--- config.mk ---
export PLATFORM = sky130hd
export DESIGN_NAME = auth_seq
export DESIGN_NICKNAME = d
export VERILOG_FILES = /design/src/rtl/auth_seq_pkg.sv /design/src/rtl/auth_wait_timer.sv /design/src/rtl/auth_hash_table.sv /design/src/rtl/auth_seq.sv
export SDC_FILE = /design/constraint.sdc
export NUM_CORES = 2
export LEC_CHECK = 0
export CAP_MARGIN = 25
export CORE_MARGIN = 4
export CORE_UTILIZATION = 28
export CTS_CLUSTER_SIZE = 25
export DETAILED_ROUTE_END_ITERATION = 8
export GPL_TIMING_DRIVEN = 1
export PLACE_DENSITY_LB_ADDON = 0.3
export SETUP_SLACK_MARGIN = 0.15
export SYNTH_ARGS = -nofsm -noshare
export SYNTH_HDL_FRONTEND = slang
export SYNTH_SLANG_ARGS = --single-unit
--- constraint.sdc ---
create_clock -name clk -period 39 [get_ports clk]
set_input_delay 7.8 -clock clk [delete_from_list [all_inputs] [get_ports clk]]
set_output_delay 7.8 -clock clk [all_outputs]
set_load 0.01 [all_outputs]
--- src/rtl/auth_seq_pkg.sv ---
package auth_seq_pkg;
  typedef enum logic [3:0] {
    ST_IDLE, ST_RX_CU, ST_DEC_CU, ST_ENC_MU, ST_VERIFY, ST_NONCE,
    ST_ENC_MF, ST_RX_CID, ST_DEC_CID, ST_HASH, ST_MATCH, ST_GRANT
  } auth_st_e;

  localparam logic KEY_TOKEN_PUB = 1'b0;
  localparam logic KEY_CHIP_PRIV = 1'b1;
endpackage

--- src/rtl/auth_wait_timer.sv ---
module auth_wait_timer #(
  parameter int LIMIT = 64,
  localparam int CW = $clog2(LIMIT + 1)
) (
  input  logic clk,
  input  logic rst,
  input  logic clr,
  input  logic run,
  output logic expired
);
  logic [CW-1:0] cnt;

  always_ff @(posedge clk) begin
    if (rst || clr) cnt <= '0;
    else if (run)   cnt <= cnt + 1'b1;
  end

  // fires in the LIMIT-th cycle spent in one waiting state
  assign expired = run && (cnt == CW'(LIMIT - 1));
endmodule

--- src/rtl/auth_hash_table.sv ---
module auth_hash_table #(
  parameter int HASH_W  = 160,
  parameter int ENTRIES = 4,
  parameter int IDX_W   = 2
) (
  input  logic              clk,
  input  logic              rst,
  input  logic              wr_en,
  input  logic [IDX_W-1:0]  wr_idx,
  input  logic [HASH_W-1:0] wr_hash,
  input  logic              wr_valid,
  input  logic [HASH_W-1:0] probe,
  output logic              hit
);
  logic [HASH_W-1:0]  ent [ENTRIES];
  logic [ENTRIES-1:0] vld;
  logic [ENTRIES-1:0] match;

  always_ff @(posedge clk) begin
    if (wr_en) ent[wr_idx] <= wr_hash;
  end

  always_ff @(posedge clk) begin
    if (rst)        vld <= '0;
    else if (wr_en) vld[wr_idx] <= wr_valid;
  end

  for (genvar g = 0; g < ENTRIES; g++) begin : g_cmp
    assign match[g] = vld[g] && (ent[g] == probe);
  end

  assign hit = |match;
endmodule

--- src/rtl/auth_seq.sv ---
module auth_seq
  import auth_seq_pkg::*;
#(
  parameter int W       = 32,
  parameter int HASH_W  = 160,
  parameter int ENTRIES = 4,
  parameter int TIMEOUT = 64,
  localparam int IDX_W  = (ENTRIES > 1) ? $clog2(ENTRIES) : 1
) (
  input  logic              clk,
  input  logic              rst,
  input  logic              card_present,
  input  logic              rx_valid,
  input  logic [W-1:0]      rx_data,
  input  logic              tok_accept,
  input  logic              tok_reject,
  output logic              tx_valid,
  output logic [W-1:0]      tx_data,
  output logic              exp_req,
  input  logic              exp_rdy,
  output logic              exp_key_sel,
  output logic [W-1:0]      exp_base,
  input  logic              exp_done,
  input  logic [W-1:0]      exp_result,
  output logic              rng_req,
  input  logic              rng_rdy,
  input  logic              rng_done,
  input  logic [W-1:0]      rng_data,
  output logic              hash_req,
  input  logic              hash_rdy,
  output logic [W-1:0]      hash_msg,
  input  logic              hash_done,
  input  logic [HASH_W-1:0] hash_digest,
  input  logic              tbl_we,
  input  logic [IDX_W-1:0]  tbl_idx,
  input  logic [HASH_W-1:0] tbl_hash,
  input  logic              tbl_valid,
  output logic              func_en,
  output logic [HASH_W-1:0] key_root,
  output logic              auth_fail
);
  auth_st_e          st, st_nx;
  logic              card_q, issued, fail_nx;
  logic [W-1:0]      rx_word, mu, mf, id_rec;
  logic [HASH_W-1:0] digest;
  logic              eng_st, hs, fin, run, tmo, hit, tbl_wr_ok;

  assign eng_st = (st == ST_DEC_CU) || (st == ST_ENC_MU) ||
                  (st == ST_ENC_MF) || (st == ST_DEC_CID);

  // request ports are decoded from registered state only
  assign exp_req     = eng_st && !issued;
  assign rng_req     = (st == ST_NONCE) && !issued;
  assign hash_req    = (st == ST_HASH)  && !issued;
  assign exp_key_sel = ((st == ST_ENC_MU) || (st == ST_ENC_MF)) ? KEY_CHIP_PRIV : KEY_TOKEN_PUB;
  assign hash_msg    = id_rec;

  always_comb begin
    unique case (st)
      ST_ENC_MU: exp_base = mu;
      ST_ENC_MF: exp_base = mf;
      default:   exp_base = rx_word;
    endcase
  end

  assign hs  = (exp_req && exp_rdy) || (rng_req && rng_rdy) || (hash_req && hash_rdy);
  assign fin = issued && ((eng_st && exp_done) ||
                          ((st == ST_NONCE) && rng_done) ||
                          ((st == ST_HASH)  && hash_done));
  assign run = (st != ST_IDLE) && (st != ST_GRANT);

  auth_wait_timer #(.LIMIT(TIMEOUT)) u_timer (
    .clk(clk), .rst(rst), .clr(st_nx != st), .run(run), .expired(tmo)
  );

  assign tbl_wr_ok = tbl_we && (st == ST_IDLE) && !func_en;

  auth_hash_table #(.HASH_W(HASH_W), .ENTRIES(ENTRIES), .IDX_W(IDX_W)) u_table (
    .clk(clk), .rst(rst), .wr_en(tbl_wr_ok), .wr_idx(tbl_idx),
    .wr_hash(tbl_hash), .wr_valid(tbl_valid), .probe(digest), .hit(hit)
  );

  // priority: card withdrawal > token refusal / timeout > protocol progress
  always_comb begin
    st_nx   = st;
    fail_nx = 1'b0;
    if (st == ST_IDLE) begin
      if (card_present && !card_q) st_nx = ST_RX_CU;
    end else if (!card_present) begin
      st_nx = ST_IDLE;
    end else if (tok_reject || tmo) begin
      st_nx   = ST_IDLE;
      fail_nx = 1'b1;
    end else begin
      unique case (st)
        ST_RX_CU:   if (rx_valid)   st_nx = ST_DEC_CU;
        ST_DEC_CU:  if (fin)        st_nx = ST_ENC_MU;
        ST_ENC_MU:  if (fin)        st_nx = ST_VERIFY;
        ST_VERIFY:  if (tok_accept) st_nx = ST_NONCE;
        ST_NONCE:   if (fin)        st_nx = ST_ENC_MF;
        ST_ENC_MF:  if (fin)        st_nx = ST_RX_CID;
        ST_RX_CID:  if (rx_valid)   st_nx = ST_DEC_CID;
        ST_DEC_CID: if (fin)        st_nx = ST_HASH;
        ST_HASH:    if (fin)        st_nx = ST_MATCH;
        ST_MATCH: begin
          if (hit) st_nx = ST_GRANT;
          else begin
            st_nx   = ST_IDLE;
            fail_nx = 1'b1;
          end
        end
        default: st_nx = st;
      endcase
    end
  end

  always_ff @(posedge clk) begin
    if (rst) begin
      st        <= ST_IDLE;
      card_q    <= 1'b0;
      issued    <= 1'b0;
      auth_fail <= 1'b0;
      tx_valid  <= 1'b0;
      tx_data   <= '0;
      func_en   <= 1'b0;
      key_root  <= '0;
      rx_word   <= '0;
      mu        <= '0;
      mf        <= '0;
      id_rec    <= '0;
      digest    <= '0;
    end else begin
      st        <= st_nx;
      card_q    <= card_present;
      auth_fail <= fail_nx;
      tx_valid  <= 1'b0;
      if (st_nx != st) issued <= 1'b0;
      else if (hs)     issued <= 1'b1;

      if (st == ST_RX_CU   && st_nx == ST_DEC_CU)  rx_word <= rx_data;
      if (st == ST_DEC_CU  && st_nx == ST_ENC_MU)  mu      <= exp_result;
      if (st == ST_ENC_MU  && st_nx == ST_VERIFY) begin
        tx_valid <= 1'b1;
        tx_data  <= exp_result;
      end
      if (st == ST_NONCE   && st_nx == ST_ENC_MF)  mf      <= rng_data;
      if (st == ST_ENC_MF  && st_nx == ST_RX_CID) begin
        tx_valid <= 1'b1;
        tx_data  <= exp_result;
      end
      if (st == ST_RX_CID  && st_nx == ST_DEC_CID) rx_word <= rx_data;
      if (st == ST_DEC_CID && st_nx == ST_HASH)    id_rec  <= exp_result - mu - mf;
      if (st == ST_HASH    && st_nx == ST_MATCH)   digest  <= hash_digest;
      if (st == ST_MATCH   && st_nx == ST_GRANT) begin
        func_en  <= 1'b1;
        key_root <= digest;
      end

      if (st_nx == ST_IDLE) begin
        func_en  <= 1'b0;
        key_root <= '0;
        rx_word  <= '0;
        mu       <= '0;
        mf       <= '0;
        id_rec   <= '0;
        digest   <= '0;
      end
    end
  end

  // a pending request is held until the engine takes it
  p_req_hold_r13: assert property (@(posedge clk) disable iff (rst)
    (exp_req && !exp_rdy && card_present && !tok_reject && !tmo) |=> exp_req);

  // requests are mutually exclusive
  p_req_excl_r13: assert property (@(posedge clk) disable iff (rst)
    $onehot0({exp_req, rng_req, hash_req}));

  // enable only follows a cycle with the token present
  p_en_needs_card_r10: assert property (@(posedge clk) disable iff (rst)
    func_en |-> $past(card_present));

  // no engine traffic while access is granted
  p_en_quiet_r6: assert property (@(posedge clk) disable iff (rst)
    func_en |-> !(exp_req || rng_req || hash_req));

  // rejection is a single-cycle pulse
  p_fail_pulse_r7: assert property (@(posedge clk) disable iff (rst)
    auth_fail |=> !auth_fail);

  // transmitted words never come back-to-back
  p_tx_single_r3: assert property (@(posedge clk) disable iff (rst)
    tx_valid |=> !tx_valid);
endmodule

Word-level counts from Yosys, hierarchy flattened
Memory sizes are Yosys's and may differ from the RTL's.
Cells that the tools add are included.
- register bits: 500
- bits in writable memories: 640
- input port bits: 432
- logic and storage cells: 130
- memories kept: 1
- memories (name ; words ; bits a word ; rd ports ; clocked after memory_dff ; write ports ; line ; source):
    u_table.ent ; 4 ; 160 ; 4 ; 0 ; 1 ; auth_hash_table.sv:15 ; logic [HASH_W-1:0] ent [ENTRIES];
- add/sub/neg operators: 3
- $lt $le $gt $ge: 2
- equality and inequality tests: 26
- multiplexer cells: 31
- bitwise logic cells: 1
- reductions and logical operators: 51
- operator list (kind ; count):
    $eq A160 B160 Y1 ; 4
    $mux W32 ; 4
    $pmux W32 S2 ; 1
    $sub A32 B32 Y32 ; 2
    $mux W4 ; 14
    $pmux W4 S10 ; 1
    $logic_and A1 B1 Y1 ; 29
    $eq A4 B3 Y1 const B ; 7
    $eq A4 B4 Y1 const B ; 7
    $eq A4 B2 Y1 const B ; 4
    $logic_or A1 B1 Y1 ; 10
    $mux W1 ; 9
    $logic_not A4 Y1 ; 2
    $add A7 B1 Y7 const B ; 1
    $eq A7 B6 Y1 const B ; 1
    $bwmux W4 ; 1
    $eq A4 B1 Y1 const B ; 1
    $ne A4 B4 Y1 ; 1
    $ne A4 B4 Y1 const B ; 1
    $reduce_bool A2 Y1 ; 2
    $reduce_bool A4 Y1 ; 1
    $reduce_or A2 Y1 ; 2
    $reduce_or A4 Y1 ; 1
    $logic_not A1 Y1 ; 3
    other kinds (5) ; 5

Logic depth before layout (Yosys ltp)
- word-level depth: 17
- mapped depth: 15
- depth with buffers taken out: 14

Cells and area by module
A second synthesis with hierarchy kept.
- cell total of the unflattened synthesis: 4231
- area, all modules: 47301.6 µm²
- by module, submodules not included (module ; times used ; cells each ; area an instance (µm²) ; seq. area each (µm²)):
    auth_hash_table ; 1 ; 1714 ; 26829.5 ; 19298.5
    auth_seq ; 1 ; 2483 ; 20161.8 ; 9789.4
    auth_wait_timer ; 1 ; 34 ; 310.3 ; 140.1

Least setup slack after synthesis
OpenSTA, ideal clock, no wires.
- kind: input to register
- start: in tbl_we
- end: reg u_table.vld[0]
- library setup time: 128 ps
- arrival: 20668 ps
- setup slack: 18204 ps
- stages on the path: 4
- buffers on the path: 0
- path through: nor3b_1 nor3b_1 mux2i_1 nor2_1
- cells in the longest elaborated chain, start to end: 2
- ends and longest elaborated chain (what ; line ; source):
    start: declaration ; auth_seq.sv:34 ; input logic tbl_we,
    $logic_and A1 B1 Y1 (2 in series) ; auth_seq.sv:76 ; assign tbl_wr_ok = tbl_we && (st == ST_IDLE) && !func_en;
    end signal: indexed assignment ; auth_hash_table.sv:25 ; else if (wr_en) vld[wr_idx] <= wr_valid;
    end: declaration ; auth_hash_table.sv:16 ; logic [ENTRIES-1:0] vld;
Every way passes these cells.
A chain may end at the register's enable or synchronous reset.

Worst setup path in the final report
- start: in hash_done
- end: reg key_root[90]
- cells in the longest elaborated chain, start to end: 10
- ends and longest elaborated chain (what ; line ; source):
    start: declaration ; auth_seq.sv:32 ; input logic hash_done,
    $logic_and A1 B1 Y1 (*) ; auth_seq.sv:69 ; ((st == ST_HASH) && hash_done));
    $logic_or A1 B1 Y1 (*) ; auth_seq.sv:68 ; ((st == ST_NONCE) && rng_done) ||
    $logic_and A1 B1 Y1 (*) ; auth_seq.sv:67 ; assign fin = issued && ((eng_st && exp_done) ||
    $mux W4 (tied with other cells) ; auth_seq.sv:104 ; ST_HASH: if (fin) st_nx = ST_MATCH;
    $pmux W4 S10 (*) ; auth_seq.sv:95 ; unique case (st)
    $mux W4 (*) ; auth_seq.sv:91 ; end else if (tok_reject || tmo) begin
    $mux W4 (*) ; auth_seq.sv:89 ; end else if (!card_present) begin
    $mux W4 (*) ; auth_seq.sv:87 ; if (st == ST_IDLE) begin
    $eq A4 B4 Y1 / $logic_not A4 Y1 (equally long branches) ; auth_seq.sv:154, auth_seq.sv:159 ;
    $logic_and A1 B1 Y1 / $reduce_or A2 Y1 (equally long branches) ; -- ;
    end signal: assignment ; auth_seq.sv:156 ; key_root <= digest;
    end: declaration ; auth_seq.sv:39 ; output logic [HASH_W-1:0] key_root,
Every way passes the cells marked *; elsewhere a longest branch is shown, timed or not.

==> impl_results.md <==
- Leakage power: 21.8 nW
- P&R area growth vs syn: 28.1%
- Root Driver: clkbuf_16
- Largest family of logic cells by synthesized area: simple AND/OR/NAND/NOR gates
- Post-CTS Setup Repair Bufs: 0
- Post-synth EDFFs: 640
- Worst Setup Start Kind: input pin
- Die W: 430 um
- Final worst slack: 26.87 ns
- Worst-Skew Late Latency: 0.81 ns
- Critical Path, Cell by Cell: clkdlybuf4s50_1 -> a22oi_1 -> nor2_1 -> o21a_1 -> a31oi_1 -> a21oi_1 -> nand2b_1 -> o41ai_4 -> buf_4 -> buf_4 -> buf_4 -> nor2_1
- Clk sinks: 1,140
- Final Setup Violations: 0
- Peak supply drop: 39.4 uV
- Slew Limit Fails: 0
- Synth Area in XOR/XNOR: 0.0641
- Routed len/inst: 34.3 um
- Pwr Total: 2.82 mW
- Post-DP HPWL: 203 mm
- Synth Area in Adders: 0.0210
- Ys async rst share: 0
- TritonCTS clock tree: built
- Slowest CP cell: buf_4
- Largest net degree at the start of global routing: 137
- Buf/Inv on CP: 4
- Placed Cells incl. Taps: 7,237
- Avg Inst Size Synth: 11.3 sq um
- First-pass GRT wire length: 339 mm
- Die Y: 430 um
- Critical path type: input pin to flop
- Worst Tran Pin Value: 1.28 ns
- Max Cap Viol: 0
- Total Routing Usage GR: 0.268
- Sum of negative setup slack: 0 ns
- Critical Path AT: 12.76 ns
- Most common flop cell mapped by yosys: edfxtp_1
- Cell Count, Final, Fillers Out: 7,502
- Num CTS Buffers: 136
- Core area: 0.176 sq mm
- Pwr dens: 44.2 mW/mm^2
- Final Hold Viols: 0
- Final ANT Viol Nets: 0
- Nets: 5,534
- Class of the most critical hold timing path: flop to flop
- IO Port Bufs: 694
- Worst slew margin: 0.149
- Clk pin slew, worst setup/hold paths: 0.05 ns
- Max Buffers Root-to-Sink: 3
- Crit-path most repeated cell: buf_4
- Seq/Total Area, Yosys: 0.586
- Final Wtd Congestion: 1.01
- Congestion Overflow GR: 0
- Starting Density: 0.282
- Clock Skew: 0.0685 ns
- Drt drc: 0
- Post-CTS Resized: 0
- Vias in the first global route: 38,600
- Post-Syn Nets: 4,927
- Syn Inst Count: 4,430
- Post-synthesis compound-gate area fraction: 0.116
- Die ar.: 0.185 sq mm
- Syn Std Cell Area: 0.0498 sq mm
- IO Pins: 695
- RSZ-0062 raised after global routing: false
- CP Capture Type: flop
- Row cnt: 154
- Unique masters post-synth: 68
- Crit Path Max Fanout: 89
- FF+latch count, synth: 1,140
- Post-Place Setup Slack: 26.06 ns
- Reg-to-reg setup timing slack: 31.72 ns
- Final period util: 0.311
- Top delay family on crit path: buffers and inverters
- Vias per cell: 5.27
- Critical Path RT: 39.63 ns
- Warning count from the yosys run: 0
- Antenna violations before repair: 32
- Routed via count: 39,500
- Multiplexer share of the synthesized area: 0.0458
- Share of layout cells above drive strength 1: 0.0688
- DRT Pass-1 Iters: 5
- Final WL: 257 mm
- Outcome: finished, final reports clean
- H-Tree Depth: 4
- # hold bufs at CTS: 0
- Delay of the slowest critical-path stage: 0.83 ns
- Tmin final: 12.13 ns
- 1st-iter DRT viols: 4,443
- Simple-Gate Fraction of Synth Area: 0.124
- Max Freq: 82.4 MHz
==> area by class of cell <==
cell class | count | area [sq um]
Clock buffer | 187 | 3770
Multi-Input combinational cell | 2745 | 18600
Fill cell | 17600 | 113000
Sequential cell | 1140 | 29200
Antenna cell | 14 | 35.0
Tap cell | 2340 | 2930
Inverter | 223 | 837
Timing Repair Buffer | 791 | 7740
Clock inverter | 62 | 677
==> sequential cells by signal, indices dropped and copies added (netlist names) <==
register     cells
rx_word         32
mf              32
auth_fail        1
u_table.vld      4
hash_msg        32
key_root       160
tx_valid         1
u_table.ent    640
st               4
digest         160
tx_data         32
card_q           1
issued           1
mu              32
func_en          1
u_timer.cnt      7
==> tightest hold or removal path: cells and delay by family (launching register included) <==
family        cells  cell delay [ns]
flops             1             0.31
simple gates      1             0.05
mux               1             0.05
==> through the flow <==
step                      instance area (sq um)  utilization  hold slack (ns)
after floorplan                           49800            -            0.448
after global placement                    59300        0.336            0.440
after detailed placement                  59300        0.336            0.447
after CTS                                 63800        0.361            0.455
after global routing                      63800        0.362            0.468
final                                     63800        0.362            0.452
==> cells in the mapped netlist (all sizes together), types with 7 or more instances <==
cell | number | share of area
o2bb2ai | 11 | 0.0019
buf | 57 | 0.0059
and3 | 8 | 0.0010
fa | 31 | 0.012
nand4 | 109 | 0.014
a211oi | 12 | 0.0019
o21ai | 192 | 0.019
xnor2 | 229 | 0.040
a21bo | 32 | 0.0064
mux2i | 228 | 0.046
a21oi | 288 | 0.029
o221ai | 32 | 0.0056
a22oi | 10 | 0.0015
a2111oi | 25 | 0.0044
nand2 | 191 | 0.014
nor2b | 141 | 0.018
a21o | 19 | 0.0029
xor2 | 136 | 0.024
dfxtp | 500 | 0.20
o21a | 13 | 0.0020
o2111ai | 57 | 0.010
or4 | 9 | 0.0014
o22ai | 58 | 0.0073
nor4 | 70 | 0.0088
nand3 | 209 | 0.021
ha | 34 | 0.0085
a221o | 7 | 0.0014
nor2 | 246 | 0.019
o211ai | 9 | 0.0014
a31oi | 8 | 0.0010
nor3 | 31 | 0.0031
o31ai | 35 | 0.0053
nand2b | 167 | 0.021
a22o | 13 | 0.0023
clkbuf | 265 | 0.020
edfxtp | 640 | 0.39
a2111o | 28 | 0.0063
a221oi | 8 | 0.0014
inv | 223 | 0.017
==> worst paths after layout <==
path,start,to,cells after the start
worst min register to register,tx_data[2],tx_data[2],2
worst max register to register,digest[76],digest[96],14
worst min-delay path,tx_data[2],tx_data[2],2
worst max-delay path,hash_done,key_root[90],12
==> cell usage in the layout, fill, tap and decap left out, drive strengths merged, types with 34 or more instances in the layout <==
cell | netlist | layout
buf | 57 | 96
nor2b | 141 | 141
clkdlybuf4s50 | 0 | 694
a21oi | 288 | 288
nor2 | 246 | 246
nand2b | 167 | 167
nand3 | 209 | 209
inv | 223 | 228
clkbuf | 265 | 187
nor4 | 70 | 70
clkinv | 0 | 49
edfxtp | 640 | 640
xnor2 | 229 | 229
o21ai | 192 | 192
o2111ai | 57 | 57
nand4 | 109 | 109
ha | 34 | 34
dfxtp | 500 | 500
xor2 | 136 | 136
nand2 | 191 | 191
o22ai | 58 | 58
mux2i | 228 | 228
o31ai | 35 | 35
==> layer usage <==
metal	global-route usage	vias to the layer above	share of wire
met5	0	-	0.00029
li1	-	17200	-
met1	0.321	19900	0.38
met3	0.0565	430	0.072
met4	0.142	12	0.061
met2	0.453	1999	0.48
==> where the power goes <==
part / internal [mW] / switching (mW) / total, mW
registers: 1.30 / 0.0177 / 1.32
logic: 0.0746 / 0.152 / 0.226
clock network: 0.721 / 0.554 / 1.27
total: 2.10 / 0.723 / 2.82
==> kinds of logic (layout without fill, tap and decap cells) <==
logic type                 count (synthesis)  count (layout)
AOI/OAI and AO/OA                        880             880
xor gates and xnor gates                 365             365
adders and majority gates                 65              65
buffers and inverters                    545            1263
DFF                                     1140            1140
muxes                                    228             228
other                                      0              14
and+or+nand+nor                         1207            1207
(Power assumes the default switching activity.)
